## config.mk

```make
export PLATFORM = sky130hd
export DESIGN_NAME = cascade_fifo
export DESIGN_NICKNAME = d
export VERILOG_FILES = /design/src/rtl/cfifo_pkg.sv /design/src/rtl/cfifo_cell.sv /design/src/rtl/cfifo_chain.sv /design/src/rtl/cascade_fifo.sv
export SDC_FILE = /design/constraint.sdc
export NUM_CORES = 1
export LEC_CHECK = 0
export ABC_AREA = 1
export BUFFER_PORTS_ARGS = -buffer_cell sky130_fd_sc_hd__clkbuf_2
export CORE_MARGIN = 2
export CORE_UTILIZATION = 50
export CTS_CLUSTER_SIZE = 24
export DETAILED_ROUTE_END_ITERATION = 8
export HOLD_SLACK_MARGIN = 0.1
export PLACE_DENSITY = 0.71
export SLEW_MARGIN = 5
export SYNTH_ARGS = -nofsm -noshare
export SYNTH_HDL_FRONTEND = slang
export SYNTH_SLANG_ARGS = --single-unit
```

## constraint.sdc

```tcl
create_clock -name clk -period 12.5 [get_ports clk]
set_clock_uncertainty 0.05 [all_clocks]
set_input_delay 1.875 -clock clk [delete_from_list [all_inputs] [get_ports clk]]
set_output_delay 1.875 -clock clk [all_outputs]
set_load 0.03 [all_outputs]
```

## src/rtl/cfifo_pkg.sv

```systemverilog
package cfifo_pkg;

   // Smallest chain that still has a distinct input and output stage
   localparam int unsigned CFIFO_MIN_DEPTH = 2;
   localparam int unsigned CFIFO_MIN_WIDTH = 1;

   // Edges a word needs, after the accepting edge, to reach the last stage
   function automatic int unsigned cfifo_ripple_edges(input int unsigned depth);
      return depth - 1;
   endfunction

endpackage

```

## src/rtl/cfifo_cell.sv

```systemverilog
module cfifo_cell #(
   parameter int unsigned W = 4
) (
   input  logic         clk,
   input  logic         mrst,
   input  logic [W-1:0] src_data,
   input  logic         fill,
   input  logic         leave,
   output logic         valid,
   output logic [W-1:0] data
);

   always_ff @(posedge clk or posedge mrst) begin
      if (mrst) begin
         valid <= 1'b0;
         data  <= '0;
      end else if (fill) begin
         valid <= 1'b1;
         data  <= src_data;
      end else if (leave) begin
         valid <= 1'b0;
      end
   end

   AST_FILL_INTO_EMPTY: assert property (@(posedge clk) disable iff (mrst)
      fill |-> !valid);
   AST_LEAVE_OCCUPIED: assert property (@(posedge clk) disable iff (mrst)
      leave |-> valid);

endmodule

```

## src/rtl/cfifo_chain.sv

```systemverilog
module cfifo_chain #(
   parameter int unsigned W = 4,
   parameter int unsigned D = 64
) (
   input  logic         clk,
   input  logic         mrst,
   input  logic [W-1:0] in_data,
   input  logic         in_take,
   input  logic         out_take,
   output logic         head_vld,
   output logic         pre_tail_vld,
   output logic         tail_vld,
   output logic [W-1:0] tail_data
);

   logic [D-1:0] vld;
   logic [D-1:0] fill;
   logic [D-1:0] leave;
   logic [W-1:0] dat [D];

   for (genvar i = 0; i < D; i++) begin : g_stage
      logic [W-1:0] src;

      if (i == 0) begin : g_head
         assign fill[i] = in_take;
         assign src     = in_data;
      end else begin : g_body
         // a word steps forward only into a slot that is already empty
         assign fill[i] = vld[i-1] & ~vld[i];
         assign src     = dat[i-1];
      end

      if (i == D - 1) begin : g_tail
         assign leave[i] = out_take;
      end else begin : g_pass
         assign leave[i] = fill[i+1];
      end

      cfifo_cell #(.W(W)) u_cell (
         .clk      (clk),
         .mrst     (mrst),
         .src_data (src),
         .fill     (fill[i]),
         .leave    (leave[i]),
         .valid    (vld[i]),
         .data     (dat[i])
      );
   end

   assign head_vld     = vld[0];
   assign pre_tail_vld = vld[D-2];
   assign tail_vld     = vld[D-1];
   assign tail_data    = dat[D-1];

   AST_HEAD_BLOCKED: assert property (@(posedge clk) disable iff (mrst)
      (vld[0] && vld[1]) |=> (vld[0] && $stable(dat[0])));
   AST_SLOT_FROM_NEXT: assert property (@(posedge clk) disable iff (mrst)
      $fell(vld[0]) |-> $past(!vld[1]));

endmodule

```

## src/rtl/cascade_fifo.sv

```systemverilog
module cascade_fifo
   import cfifo_pkg::*;
#(
   parameter int unsigned WIDTH = 4,
   parameter int unsigned DEPTH = 64
) (
   input  logic             clk,
   input  logic             mrst,
   input  logic             shift_in,
   input  logic [WIDTH-1:0] din,
   output logic             in_rdy,
   input  logic             shift_out,
   output logic [WIDTH-1:0] dout,
   output logic             out_rdy
);

   localparam int unsigned RIPPLE = cfifo_ripple_edges(DEPTH);

   if (DEPTH < CFIFO_MIN_DEPTH) begin : g_bad_depth
      $error("cascade_fifo: DEPTH must be at least 2");
   end
   if (WIDTH < CFIFO_MIN_WIDTH) begin : g_bad_width
      $error("cascade_fifo: WIDTH must be at least 1");
   end
   if (RIPPLE + 1 != DEPTH) begin : g_bad_ripple
      $error("cascade_fifo: ripple length mismatch");
   end

   logic head_vld;
   logic pre_tail_vld;
   logic tail_vld;
   logic in_take;
   logic out_take;

   assign in_take  = shift_in  & ~head_vld;
   assign out_take = shift_out &  tail_vld;

   cfifo_chain #(.W(WIDTH), .D(DEPTH)) u_chain (
      .clk          (clk),
      .mrst         (mrst),
      .in_data      (din),
      .in_take      (in_take),
      .out_take     (out_take),
      .head_vld     (head_vld),
      .pre_tail_vld (pre_tail_vld),
      .tail_vld     (tail_vld),
      .tail_data    (dout)
   );

   assign in_rdy  = ~head_vld;
   assign out_rdy = tail_vld;

   AST_EMPTY_POP_IGNORED: assert property (@(posedge clk) disable iff (mrst)
      (shift_out && !out_rdy && !pre_tail_vld) |=> !out_rdy);
   AST_OUTPUT_HELD: assert property (@(posedge clk) disable iff (mrst)
      !out_rdy |=> (out_rdy || $stable(dout)));

endmodule

```

# Word level (Yosys, flattened, before mapping)

Cells that the tools add are included.

Register bits after elaboration: 320
Bits of input ports: 8
Output and inout bits: 6
Word-level logic and storage cells: 449

Muxes and demuxes: 128
Bitwise logic cells: 129
Reduce and logical (&&, ||, !) cells: 64

Operators with widths:

| kind              | number |
|---|---|
| $mux 1            | 128 |
| $reduce_bool 2->1 | 64 |
| $and 1x1->1       | 65 |
| $not 1->1         | 64 |

# Longest topological paths before layout

Depth after elaboration: 4
Depth in mapped cells: 4
Gate-level depth less buffers: 4

# By module

From an unflattened synthesis, not the netlist that was laid out.

Cells, all modules: 1539
Area, all modules: 12585.8 um^2

Modules (own cells, without submodules):

| module       | instances | cells each | area each (um^2) | seq. area each (um^2) |
|---|---|---|---|---|
| cfifo_cell   | 64        | 22         | 188.9            | 125.1 |
| cfifo_chain  | 1         | 126        | 473.0            | 0.0 |
| cascade_fifo | 1         | 5          | 21.3             | 0.0 |

# Worst setup path after synthesis

OpenSTA, ideal clock, no wires.

Path type: register to output
From: register u_chain.g_stage[0].u_cell.valid
To: output in_rdy
Arrival: 0.624 ns
Required time: 10.575 ns
Path slack: 9.951 ns
Cell stages (with the launch flop): 2
Buffers on the path: 0
Cells stage by stage: dfrtp_1 inv_2

Longest elaborated chain between the ends: 1

Ends and longest elaborated chain:

| element                  | RTL line           | RTL |
|---|---|---|
| start: declaration       | cfifo_cell.sv:9    | `output logic valid,` |
| start signal: assignment | cfifo_cell.sv:15   | `valid <= 1'b0;` |
| start signal: assignment | cfifo_cell.sv:18   | `valid <= 1'b1;` |
| start signal: assignment | cfifo_cell.sv:21   | `valid <= 1'b0;` |
| $not 1->1                | cascade_fifo.sv:50 | `assign in_rdy = ~head_vld;` |
| end: declaration         | cascade_fifo.sv:11 | `output logic in_rdy,` |

Every way passes these cells.

==> results.tsv <==
metric	value	unit
mapped cell area	12180	um2
crit-path cells	clkbuf_2 -> inv_8 -> buf_4 -> buf_4	
reg-to-reg endpoint	u_chain.g_stage[44].u_cell.data[3]$_DFFE_PP0P_	
pins over their slew limit	0	
CP Launch Type	input port	
Max Freq	234.1	MHz
total negative slack	0	ns
clk slew on worst S/H paths	0.06	ns
reg-to-reg slack, setup	11.49	ns
routed via count	8357	
CTS sink cnt	320	
RSZ-0062 raised after global routing	false	
hold buffers post-CTS	0	
FP Rows	57	
worst hold path class	register to register	
CTS tree	built	
H-tree levels	2	
Crit path top cell by count	buf_4	
Via density	4.977	
outcome	completed	
Diodes inserted	0	
post-synthesis mux area share	0	%
DP HPWL	12790	um
buffer count from post-CTS setup fixing	0	
# nets final	1340	
critical path's slowest cell	buf_4	
synth unique cells	9	
Worst Setup End Kind	async pin	
# DRC	0	
hold_sp	u_chain.g_stage[39].u_cell.data[1]$_DFFE_PP0P_	
Synth Instances	1281	
ratio of cells with drive above 1 in the final layout	14.46	%
syn_nets	1289	
total CTS buffers	34	
Max Cap Viol	0	
WL final	19880	um
PwrDens	193.3	nW/um2
r2r worst-path depth	4	
crit path kind	input port to async pin	
Die X	160.1	um
largest family of logic cells by synthesized area	simple AND/OR/NAND/NOR gates	
relative slew slack	32.53	%
Worst VDD drop	0.1328	mV
Hold Path Depth	2	
pre-CTS setup slack	7.540	ns
syn_area_per_cell	9.507	um2
largest stage delay on the critical path	0.93	ns
arrival time of data at the critical path endpoint	4.70	ns
Critical Path Fanout Max	155	
Slew @ Worst Pin	1.012	ns
Yosys warning total	0	
P&R area growth vs syn	13.48	%
vias in the first global route	8318	
final hold viol count	0	
Synth Area in Simple Gates	29.61	%
later-pin clock latency in the skew report	0.50	ns
CTS max path bufs	3	
# setup viols final	0	
initial drt markers	491	
WHS Endpoint	u_chain.g_stage[39].u_cell.data[1]$_DFFE_PP0P_	
Core ar.	24110	um2
crit-path leading delay family	buffers and inverters	
num ports	14	
Filler Cell Count	2125	
Final Worst Setup Slack	8.228	ns
CTS root buf	clkbuf_16	
Worst EP required	12.93	ns
drt pass-1 iters	5	
reg2reg start	u_chain.g_stage[44].u_cell.valid$_DFFE_PP0P_	
register area share after synthesis	65.76	%
die area	25620	um2
Initial Utilization	50.52	%
Post-CTS Resized	0	
worst path bufs/invs	4	
initial antenna violation count	0	
Pleak	7.439	nW
grt ovf	0	
Synth Area in XOR/XNOR	0	%
RD Place Congestion	0.7306	
I/O Buffers	13	
global-route wire length before repair	36050	um
flops & latches, synth	320	
Routed Antenna Nets	0	
GR Util All Layers	16.30	%
Routed wire per std cell	11.84	um
period utilization	34.17	%
Period minus WS final	4.272	ns
Synth Area in Adders	0	%
Synth Area in Compound Gates	2.630	%
largest net degree at the start of global routing	156	
Die Height	160.1	um
-- power breakdown --
group	internal, mW	switching (mW)	leakage (nW)
Combinational	0.102	0.243	2.47
Sequential	1.17	0.140	4.40
Clock	0.630	0.387	0.569
Total	1.90	0.770	7.44
-- kinds of logic (layout without fill, tap and decap cells) --
kind of cell,count (synthesis),after routing
AO/OA/AOI/OAI,64,64
AND/OR/NAND/NOR,832,832
flip-flops,320,320
buffers and inverters,65,139
-- layout by cell type, fill, tap and decap left out --
master and n:
buf_4 2, clkbuf_8 6, clkbuf_16 35, bufinv_16 4, inv_6 1, inv_8 1, clkbuf_1 5, dfrtp_1 320
nand2_2 62, nand3_1 256, clkinv_2 7, clkinvlp_4 1, inv_1 1, nand2_4 1, o21ai_1 63, o21ai_0 1
clkbuf_2 13, nand2_1 513, inv_2 63
-- cell usage after synthesis --
library cell,count,share of area [%]
nand2_2,62,3.2
nand2_4,1,0.092
dfrtp_1,320,66
inv_1,2,0.062
nand2_1,513,16
inv_2,63,1.9
o21ai_1,63,2.6
o21ai_0,1,0.041
nand3_1,256,11
-- how the worst max path moves through the flow --
stage	from	end	slack, ns	depth (start not counted)
6_report	mrst	u_chain.g_stage[2].u_cell.data[1]$_DFFE_PP0P_	8.23	4
2_1_floorplan	mrst	u_chain.g_stage[0].u_cell.data[0]$_DFFE_PP0P_	1.72	1
3_3_place_gp	mrst	u_chain.g_stage[2].u_cell.data[1]$_DFFE_PP0P_	7.57	4
5_1_grt	mrst	u_chain.g_stage[35].u_cell.data[0]$_DFFE_PP0P_	7.68	4
3_5_place_dp	mrst	u_chain.g_stage[4].u_cell.data[1]$_DFFE_PP0P_	7.54	4
4_1_cts	mrst	u_chain.g_stage[18].u_cell.data[1]$_DFFE_PP0P_	8.05	4
-- metal layers --
layer  up-vias  wire [um]  GRT usage [%]
li1       4280          -              -
met1      3956       9572          22.23
met2        81       9347          27.10
met3        40        599          2.805
met4         0        365          4.873
met5         -          0              0
-- tightest hold or removal path, delay by kind of cell, from the launching register on --
family | cells | cell delay [ns]
simple gates | 2 | 0.09
flops | 1 | 0.34
-- registers in the layout, indices dropped and copies added (netlist names) --
register / cells
u_chain.g_stage.u_cell.valid: 64
u_chain.g_stage.u_cell.data: 256
-- cell type report --
cell class	count	area (um2)	share of cell area, %
clock buffers	46	977.2	7.071
clock inverters	13	171.4	1.240
inverters	65	251.5	1.820
multi-input cells	896	3926	28.41
flip-flops and latches	320	8008	57.94
well taps	324	405.4	2.933
repair buffers	15	80.08	0.5794
-- per-stage QoR --
stage          utilization [%]  area (um2)  hold WS (ns)  cells  power [mW]
2_1_floorplan                -       12180        0.3925   1281       1.579
3_3_place_gp             52.56       12670        0.4048   1620       1.661
3_5_place_dp             52.56       12670        0.4090   1620       1.674
4_1_cts                  57.33       13820        0.4240   1679       2.705
5_1_grt                  57.33       13820        0.4352   1679       2.819
6_report                 57.33       13820        0.4178   1679       2.671
No activity file was read; power rests on OpenSTA's default activity.
